===== src/rtl/burst_seq_pkg.sv =====
package burst_seq_pkg;

   // How the beat order is chosen: from the pin, or fixed at build time.
   typedef enum logic [1:0] {
      ORD_PIN        = 2'd0,
      ORD_LINEAR     = 2'd1,
      ORD_INTERLEAVE = 2'd2
   } order_cfg_e;

endpackage


===== src/rtl/bseq_beat_ctr.sv =====
module bseq_beat_ctr #(
   parameter int unsigned CNT_W = 2
) (
   input  logic             clk_i,
   input  logic             rst_ni,
   input  logic             clr_i,
   input  logic             step_i,
   output logic [CNT_W-1:0] cnt_o,
   output logic             at_end_o
);

   localparam logic [CNT_W-1:0] CNT_ONE  = CNT_W'(1);
   localparam logic [CNT_W-1:0] CNT_LAST = '1;

   logic [CNT_W-1:0] cnt_q;

   // Clear has priority over step; the count wraps naturally at its width.
   always_ff @(posedge clk_i) begin
      if (!rst_ni) begin
         cnt_q <= '0;
      end else if (clr_i) begin
         cnt_q <= '0;
      end else if (step_i) begin
         cnt_q <= cnt_q + CNT_ONE;
      end
   end

   assign cnt_o    = cnt_q;
   assign at_end_o = (cnt_q == CNT_LAST);

endmodule


===== src/rtl/bseq_base_reg.sv =====
module bseq_base_reg #(
   parameter int unsigned ADDR_W = 16
) (
   input  logic              clk_i,
   input  logic              rst_ni,
   input  logic              load_i,
   input  logic [ADDR_W-1:0] start_i,
   output logic [ADDR_W-1:0] base_o
);

   logic [ADDR_W-1:0] base_q;

   // Captures the whole start address once per burst.
   always_ff @(posedge clk_i) begin
      if (!rst_ni) begin
         base_q <= '0;
      end else if (load_i) begin
         base_q <= start_i;
      end
   end

   assign base_o = base_q;

endmodule


===== src/rtl/bseq_order_map.sv =====
module bseq_order_map
   import burst_seq_pkg::*;
#(
   parameter int unsigned OFS_W = 2,
   parameter order_cfg_e  CFG   = ORD_PIN
) (
   input  logic [OFS_W-1:0] base_ofs_i,
   input  logic [OFS_W-1:0] beat_i,
   input  logic             sel_i,
   output logic [OFS_W-1:0] ofs_o
);

   logic [OFS_W-1:0] lin_ofs;
   logic [OFS_W-1:0] xor_ofs;

   // Linear order adds the beat number modulo 2**OFS_W.
   // Interleaved order flips bits of the start offset by the beat number.
   assign lin_ofs = base_ofs_i + beat_i;
   assign xor_ofs = base_ofs_i ^ beat_i;

   generate
      if (CFG == ORD_LINEAR) begin : g_lin
         assign ofs_o = lin_ofs;
      end else if (CFG == ORD_INTERLEAVE) begin : g_xor
         assign ofs_o = xor_ofs;
      end else begin : g_pin
         // Only a known low selects linear; high or undriven gives interleave.
         logic use_xor;
         assign use_xor = (sel_i !== 1'b0);
         assign ofs_o   = use_xor ? xor_ofs : lin_ofs;
      end
   endgenerate

endmodule


===== src/rtl/burst_seq.sv =====
module burst_seq
   import burst_seq_pkg::*;
#(
   parameter int unsigned ADDR_W    = 16,
   parameter int unsigned BEAT_W    = 2,
   parameter order_cfg_e  ORDER_CFG = ORD_PIN
) (
   input  logic              clk_i,
   input  logic              rst_ni,
   input  logic              load_i,
   input  logic              adv_i,
   input  logic [ADDR_W-1:0] start_addr_i,
   input  logic              order_sel_i,
   output logic [ADDR_W-1:0] addr_o,
   output logic              last_o
);

   localparam int unsigned UP_W = ADDR_W - BEAT_W;

   generate
      if (BEAT_W < 1) begin : g_bad_beat
         $error("burst_seq: BEAT_W must be at least 1");
      end
      if (ADDR_W <= BEAT_W) begin : g_bad_addr
         $error("burst_seq: ADDR_W must exceed BEAT_W");
      end
   endgenerate

   logic [ADDR_W-1:0] base_addr;
   logic [BEAT_W-1:0] beat_cnt;
   logic [BEAT_W-1:0] cur_ofs;
   logic              beat_end;

   bseq_base_reg #(
      .ADDR_W (ADDR_W)
   ) u_base (
      .clk_i   (clk_i),
      .rst_ni  (rst_ni),
      .load_i  (load_i),
      .start_i (start_addr_i),
      .base_o  (base_addr)
   );

   // A load clears the count, so an advance in the same cycle is ignored.
   bseq_beat_ctr #(
      .CNT_W (BEAT_W)
   ) u_ctr (
      .clk_i    (clk_i),
      .rst_ni   (rst_ni),
      .clr_i    (load_i),
      .step_i   (adv_i),
      .cnt_o    (beat_cnt),
      .at_end_o (beat_end)
   );

   bseq_order_map #(
      .OFS_W (BEAT_W),
      .CFG   (ORDER_CFG)
   ) u_map (
      .base_ofs_i (base_addr[BEAT_W-1:0]),
      .beat_i     (beat_cnt),
      .sel_i      (order_sel_i),
      .ofs_o      (cur_ofs)
   );

   assign addr_o = {base_addr[ADDR_W-1 -: UP_W], cur_ofs};
   assign last_o = beat_end;

endmodule


===== config.mk =====
export PLATFORM = sky130hd
export DESIGN_NAME = burst_seq
export DESIGN_NICKNAME = d
export VERILOG_FILES = /design/src/rtl/burst_seq_pkg.sv /design/src/rtl/bseq_beat_ctr.sv /design/src/rtl/bseq_base_reg.sv /design/src/rtl/bseq_order_map.sv /design/src/rtl/burst_seq.sv
export SDC_FILE = /design/constraint.sdc
export NUM_CORES = 1
export LEC_CHECK = 0
export ABC_AREA = 1
export BUFFER_PORTS_ARGS = -buffer_cell sky130_fd_sc_hd__buf_2
export CAP_MARGIN = 0
export CORE_ASPECT_RATIO = 1.2
export CORE_MARGIN = 1
export CORE_UTILIZATION = 47
export CTS_BUF_LIST = sky130_fd_sc_hd__clkbuf_2
export DETAILED_ROUTE_END_ITERATION = 8
export GPL_ROUTABILITY_DRIVEN = 1
export PLACE_DENSITY = 0.88
export RECOVER_POWER = 50
export SYNTH_ARGS = -nofsm -noshare
export SYNTH_HDL_FRONTEND = slang
export SYNTH_SLANG_ARGS = --single-unit

===== constraint.sdc =====
create_clock -name clk_i -period 1.3 [get_ports clk_i]
set_input_delay 0.26 -clock clk_i [delete_from_list [all_inputs] [get_ports clk_i]]
set_output_delay 0.26 -clock clk_i [all_outputs]
set_load 0.05 [all_outputs]

# Word-level counts from Yosys, hierarchy flattened
# Cells that the tools add are included.
# word_totals
ff_bits,18
input_bits,21
out_inout_bits,17
wordCells,10
# classes
add_sub_neg,2
eq_ne,2
muxes,1
bitwise,2
reduce_logical,1
# ops
op,count
adder 2 x 1 -> 2 bit (second input constant),1
adder 2 bit,1
== test 2 bit (second input constant),1
2-to-1 mux 2 bit,1
OR reduction 2 bit,1
XOR 2 bit,1
!== test 1 bit (second input constant),1
NOT 1 bit,1

# Logic depth before layout (Yosys ltp)
# Gate-level depths: netlist of run 1.
# logic_depth
ltp_word,2
mapped_depth,6
depth_no_buf,6

# Modules after synthesis
# Synthesis of run 1 repeated with hierarchy kept, for this count alone.
# hier_totals
cells_unflattened,130
hier_area_um2,839.6
# by_module_without_submodules
mod,instances,cells_per_inst,area_per_inst_um2
bseq_base_reg,1,101,674.4
bseq_beat_ctr,1,14,97.6
bseq_order_map,1,15,67.6

# Worst setup path before layout of run 1
# OpenSTA, ideal clock, no wires.
# synth_timing
kind,flip-flop to output port
from,register u_ctr.cnt_q[0] (netlist: u_ctr.cnt_o[0])
to,output addr_o[1]
arrival_ns,0.977
slack_ns,0.063
path_stages_with_launch,6
path_buffers,0
path_cell_list,dfxtp_1 > ha_1 > nand2_1 > nand3_1 > nand2_1 > inv_1
# synth_via
elab_chain_len,2
# synth_lines
element,line_no,text
from (decl),bseq_beat_ctr.sv:15,logic [CNT_W-1:0] cnt_q;
from (signal assigned),bseq_beat_ctr.sv:24,cnt_q <= cnt_q + CNT_ONE;
adder 2 bit,bseq_order_map.sv:18,assign lin_ofs = base_ofs_i + beat_i;
2-to-1 mux 2 bit,bseq_order_map.sv:30,assign ofs_o = use_xor ? xor_ofs : lin_ofs;
to (decl),burst_seq.sv:14,"output logic [ADDR_W-1:0] addr_o,"
# No other way between the ends.

# Worst setup path after layout of run 1
# layout_timing
from,register u_base.base_q[0] (netlist: u_base.base_o[0])
to,output addr_o[1]
# layout_via
elab_chain_len,2
# layout_lines
element,line_no,text
from (decl),bseq_base_reg.sv:11,logic [ADDR_W-1:0] base_q;
from (signal assigned),bseq_base_reg.sv:18,base_q <= start_i;
adder 2 bit,bseq_order_map.sv:18,
2-to-1 mux 2 bit,bseq_order_map.sv:30,
# No other way between the ends.

==> impl_metrics.py, run 1 <==
metrics = {
    "worst_hold_path": {
        "timing.hold.worst.class": "primary input to register",
    },
    "yosys": {
        "netlist-cell-type-count": 14,
        "synth_compound_area_share_pct": 11.3,
        "synth_top_cells_by_area": "sky130_fd_sc_hd__dfxtp_1 45%, sky130_fd_sc_hd__nor2_1 16%, sky130_fd_sc_hd__buf_4 14%",
        "synthMuxAreaShare_pct": 0,
        "yosys_warning_total": 0,
        "synth_largest_area_cell": "sky130_fd_sc_hd__dfxtp_1",
        "synth_seq_area_share_pct": 45.1,
        "dominant_combinational_cell_family_by_area_after_synthesis": "simple AND/OR/NAND/NOR gates",
        "synth_cells": 105,
        "synthAdderAreaFrac_pct": 3.13,
        "netlist_area_pre_place_sq_um": 800,
        "synth_area_per_cell_sq_um": 7.61,
        "ys_ff_latch": 18,
        "yosys.area.top_type_share_pct": 45.1,
        "synth_simple_gate_area_share_pct": 20.5,
        "synth_xor_xnor_area_share_pct": 1.10,
        "synth.net_count": 128,
    },
    "worst_setup_path": {
        "start_kind": "register",
        "crit_path_top_delay_cell": "sky130_fd_sc_hd__dfxtp_2",
        "crit_type": "register to output port",
        "critical_path.max_fanout": 2,
        "critical_path_arrival_ns": 1.26,
        "worstPathCellList": "ha_4, inv_2, nor2_1, nand3_1, nand2_1, inv_2, buf_6",
        "crit_path_max_incr_delay_ns": 0.39,
        "critical_path.most_common_cell": "sky130_fd_sc_hd__inv_2",
        "worst-endpoint-required_ns": 1.04,
        "worstPathBufferInverterCount": 3,
        "worst_path_dominant_cell_family": "flip-flops",
        "cp-end-kind": "output port",
    },
    "routing": {
        "drt_pre_antenna_iters": 4,
        "wl_per_cell_microns": 11.3,
        "detail-route-antenna-nets": 0,
        "drc": 0,
        "number_of_drc_markers_in_iteration_0": 9,
        "avgViaCountPerCell": 4.72,
        "routed_vias": 704,
        "routed_wirelength_microns": 1680,
    },
    "placed_design": {
        "dpl_cell_area_sq_um": 877,
        "gp_congestion": 0.695,
        "dp_hpwl_microns": 1080,
        "dp.cells": 142,
        "portBuffers": 37,
    },
    "die": {
        "die_h_microns": 47.2,
        "io_pins": 38,
        "fp.coreArea_sq_um": 1520,
        "fp.dieW_microns": 39.7,
        "die_area_sq_um": 1870,
        "std_cell_rows": 15,
        "initial_utilization_pct": 52.6,
    },
    "power_and_ir_drop": {
        "power.total_uw": 1140,
        "power-per-cell-area_nw_per_um2": 1170,
        "worst_ir_drop_vdd_v": 0.000657,
        "p_leak_uw": 0.000496,
    },
    "sta": {
        "finalWorstSetupSlack_ns": -0.217,
        "setup_violations": 3,
        "fmaxAchievable_ghz": 0.659,
        "period_needed_ns": 1.52,
        "rsz_0062_raised_after_global_routing": "true",
        "setup_skew_after_layout_ns": 0.000379,
        "hold_violations": 0,
        "report.final.slew_viol_count": 0,
        "fin_worst_hold_slack_ns": 0.174,
        "timing.max_slew.rel_slack_pct": 61.2,
        "fin_crit_sh_pct": 117,
        "least_margin_pin_slew_ns": 0.582,
    },
    "global_route": {
        "wire_length_of_the_first_global_routing_pass_microns": 2380,
        "globalRoute.totalOverflow": 0,
        "grt_antenna_before_repair": 0,
        "largest_net_degree_at_the_start_of_global_routing": 19,
        "grtUsageTotal_pct": 19.1,
        "grt_pass1_vias": 602,
    },
    "finish": {
        "mostFrequentLayoutCells": "34 x sky130_fd_sc_hd__nor2_1, 33 x sky130_fd_sc_hd__buf_2, 16 x sky130_fd_sc_hd__dfxtp_1",
        "fin_cells": 149,
        "final_layout_size_suffix_gt1_share_pct": 36.4,
        "layout.cell_area.non_filler_sq_um": 975,
        "n_fill_cell": 136,
        "area.growth.synth_to_final_pct": 21.9,
        "final_common_cell": "sky130_fd_sc_hd__nor2_1",
        "layout.nets": 156,
        "ant_diodes": 0,
        "finish.utilization_pct": 64.1,
    },
    "cts": {
        "clock-root-buffer": "sky130_fd_sc_hd__clkbuf_2",
        "cts.htree.levels": 1,
        "cts_buffer_depth": 2,
        "clock_latency_ns": 0.28,
        "clk_transition_reported_paths_ns": 0.17,
        "clock_tree_from_tritoncts": "yes",
        "cts_num_sinks": 18,
        "cts_buffers": 3,
    },
    "outcome": {
        "run_status": "finished, violations left",
        "failed_checks": "negative setup slack",
    },
    "job": {
        "max_capacitance_violation_count": 0,
    },
}
[stage by stage]
stage | setup WS (ns) | setup TNS, ns
3_3_place_gp | 0.0769 | 0
4_1_cts | -0.200 | -0.287
5_1_grt | -0.308 | -0.763
2_1_floorplan | 0.0634 | 0
3_5_place_dp | 0.0166 | 0
6_report | -0.217 | -0.376
[layout make-up]
| class | count | area, sq um | area share (%) |
|---|---|---|---|
| sequential | 18 | 363 | 37.2 |
| multi-input combinational | 64 | 313 | 32.1 |
| timing repair buffer | 40 | 236 | 24.3 |
| inverter | 6 | 22.5 | 2.31 |
| tap | 17 | 21.3 | 2.18 |
| clock buffer | 3 | 15.0 | 1.54 |
| clock inverter | 1 | 3.75 | 0.385 |
[sequential cells by signal, indices dropped and copies added (netlist names)]
register       flops
u_base.base_o     16
u_ctr.cnt_o        2
[final timing paths]
path | cells past startpoint | slack [ns] | endpoint | startpoint
setup / recovery | 7 | -0.22 | addr_o[1] | u_base.base_o[0]
setup reg to reg | 5 | 0.20 | u_ctr.cnt_o[1] | u_ctr.cnt_o[0]
hold / removal | 3 | 0.17 | u_base.base_o[15] | start_addr_i[15]
hold reg to reg | 2 | 0.51 | u_base.base_o[15] | u_base.base_o[15]
[cells in the mapped netlist, drive strengths merged]
cell type	instances
ha	2
nand2	7
inv	6
o21ai	16
xnor2	1
buf	17
nand3	2
nor2	34
dfxtp	18
a21oi	2
[worst min-delay path, delay by kind of cell]
kind / cells / cell delay (ns)
buffers and inverters: 1 / 0.07
AND/OR/NAND/NOR: 2 / 0.11
[what timing repair did]
item / in CTS / in global routing
gates cloned: 0 / 0
hold buffers: 0 / 0
endpoints found under the hold margin: 0 / 0
gates resized for setup: 15 / 2
pin swaps: 0 / 0
endpoints found under the setup margin: 3 / 3
setup buffers: 1 / 2
[cell families (layout without fill, tap and decap cells)]
kind of cell,count (synthesis),in the layout
xor+xnor,1,1
fa+ha+maj,2,2
simple gates,43,43
flops,18,18
compound gates,18,18
buf+inv,23,50
[where the power goes]
group          leakage [uW]  switching, uW  internal, uW
sequential         0.000150           20.2           589
combinational      0.000332            207          93.9
clock             0.0000140            160          66.9
[routing by layer]
metal	GRT usage [%]	share of wire (%)	vias to the layer above
li1	-	-	371
met1	22.1	41	309
met2	32.1	53	22
met3	2.84	4.6	2
met4	12.4	0.77	0
met5	0	0	-
No activity file was read; power rests on OpenSTA's default activity.
==> run 2, diff against run 1 <==
- CORE_UTILIZATION: 47 -> 50
- GPL_ROUTABILITY_DRIVEN: 1 -> 0
- PLACE_DENSITY: 0.88 -> 0.92
- clock period: 1.3 -> 1.9 ns (I/O delays scaled with it)
==> impl_metrics.py, run 2 (synthesized netlist as in run 1, its figures left out) <==
metrics = {
    "sta": {
        "period_needed_ns": 1.71,
        "setup-tns-final_ns": 0,
        "setup_violations": 0,
        "timing.max_slew.rel_slack_pct": 60.5,
        "fin_crit_sh_pct": 89.8,
        "hold_violations": 0,
        "least_margin_pin_slew_ns": 0.593,
        "fmaxAchievable_ghz": 0.586,
        "setup_skew_after_layout_ns": 0.0000865,
        "report.final.slew_viol_count": 0,
        "rsz_0062_raised_after_global_routing": "false",
    },
    "cts": {
        "clock-root-buffer": "sky130_fd_sc_hd__clkbuf_2",
        "cts.repair_timing.setup_buffer_count": 0,
        "clk_transition_reported_paths_ns": 0.16,
        "cts_num_sinks": 18,
        "clock_tree_from_tritoncts": "yes",
        "cts.htree.levels": 1,
        "cts.hold.buffers_added": 0,
        "ctsResizeCount": 0,
        "cts_buffer_depth": 2,
        "cts_buffers": 3,
        "clock_latency_ns": 0.29,
    },
    "routing": {
        "number_of_drc_markers_in_iteration_0": 5,
        "routed_vias": 686,
        "avgViaCountPerCell": 4.70,
        "detail-route-antenna-nets": 0,
        "drc": 0,
        "drt_pre_antenna_iters": 3,
        "wl_per_cell_microns": 9.94,
        "routed_wirelength_microns": 1450,
    },
    "worst_setup_path": {
        "critical_path.max_fanout": 3,
        "worst_r2r_path_depth": 3,
        "worst-endpoint-required_ns": 1.52,
        "crit_type": "register to output port",
        "start_kind": "register",
        "timing.rr.end": "u_ctr.cnt_o[1]",
        "cp-end-kind": "output port",
        "critical_path_arrival_ns": 1.33,
        "rr_startpoint": "u_ctr.cnt_o[1]",
        "regToRegSetupSlack_ns": 0.98,
    },
    "finish": {
        "finish.utilization_pct": 61.2,
        "n_fill_cell": 146,
        "fin_cells": 146,
        "ant_diodes": 0,
        "area.growth.synth_to_final_pct": 12.1,
        "layout.nets": 153,
        "largest_register_ff_count": 16,
        "mostFrequentLayoutCells": "36 x sky130_fd_sc_hd__buf_2, 34 x sky130_fd_sc_hd__nor2_1, 17 x sky130_fd_sc_hd__dfxtp_1",
        "multi_input_comb_area_sq_um": 288,
        "final_common_cell": "sky130_fd_sc_hd__buf_2",
        "final_layout_size_suffix_gt1_share_pct": 31.0,
        "sequential_standard_cell_area_sq_um": 362,
    },
    "global_route": {
        "grt_antenna_before_repair": 0,
        "wire_length_of_the_first_global_routing_pass_microns": 2220,
        "largest_net_degree_at_the_start_of_global_routing": 19,
        "grt_pass1_vias": 578,
        "globalRoute.totalOverflow": 0,
        "grtUsageTotal_pct": 17.5,
    },
    "die": {
        "fp.coreArea_sq_um": 1460,
        "io_pins": 38,
        "die_area_sq_um": 1760,
        "die_h_microns": 45.8,
        "initial_utilization_pct": 54.6,
        "fp.dieW_microns": 38.5,
        "std_cell_rows": 15,
    },
    "power_and_ir_drop": {
        "power-per-cell-area_nw_per_um2": 844,
        "power.total_uw": 756,
        "p_leak_uw": 0.000479,
        "worst_ir_drop_vdd_v": 0.000435,
    },
    "job": {
        "max_capacitance_violation_count": 0,
    },
    "worst_hold_path": {
        "timing.hold.worst.class": "primary input to register",
        "min_from": "start_addr_i[7]",
        "worstHoldEndpoint": "u_base.base_o[7]",
        "worst_hold_path.num_cells": 3,
    },
    "placed_design": {
        "portBuffers": 37,
        "dp_hpwl_microns": 1040,
        "dp.cells": 142,
    },
    "outcome": {
        "run_status": "finished, final reports clean",
    },
}
## run 2: worst max-delay path, cell delays in order (launching register included)
cell                      delay (ns)
sky130_fd_sc_hd__dfxtp_2        0.37
sky130_fd_sc_hd__ha_1           0.18
sky130_fd_sc_hd__inv_1          0.05
sky130_fd_sc_hd__nor2_1         0.03
sky130_fd_sc_hd__nand3_1        0.06
sky130_fd_sc_hd__nand2_1        0.06
sky130_fd_sc_hd__inv_1          0.04
sky130_fd_sc_hd__buf_2          0.25
## run 2: layout make-up
cell class | instances | share of cell area [%]
Sequential cell | 18 | 40.4
Multi-Input combinational cell | 64 | 32.1
Timing Repair Buffer | 37 | 20.5
Inverter | 6 | 2.51
Tap cell | 17 | 2.37
Clock buffer | 3 | 1.68
Clock inverter | 1 | 0.419
## run 2: worst max-delay path by stage
stage | cells past startpoint | endpoint | from | slack (ns)
floorplan | 5 | addr_o[1] | u_ctr.cnt_o[0] | 0.54
global placement | 7 | addr_o[1] | u_ctr.cnt_o[0] | 0.56
detailed placement | 6 | addr_o[1] | u_ctr.cnt_o[0] | 0.50
CTS | 6 | addr_o[1] | u_ctr.cnt_o[0] | 0.15
global route | 7 | addr_o[1] | u_ctr.cnt_o[0] | 0.05
finish | 7 | addr_o[1] | u_ctr.cnt_o[0] | 0.19
## run 2: layer usage
metal  part of all wire (%)  vias up  global-route usage, %
li1                       -      363                      -
met1                     46      300                   22.3
met2                     49       21                   28.3
met3                    4.5        2                   2.94
met4                   0.62        0                   8.28
met5                      0        -                      0
## run 2: power breakdown
part | internal (uW) | switching [uW]
Sequential | 403 | 12.3
Clock | 45.8 | 110
Combinational | 49.3 | 136
## run 2: through the flow
step	hold slack [ns]	setup WS [ns]	area [sq um]
2_1_floorplan	0.454	0.543	800
3_3_place_gp	0.471	0.557	877
3_5_place_dp	0.480	0.499	877
4_1_cts	0.291	0.147	896
5_1_grt	0.294	0.0525	896
6_report	0.297	0.194	896
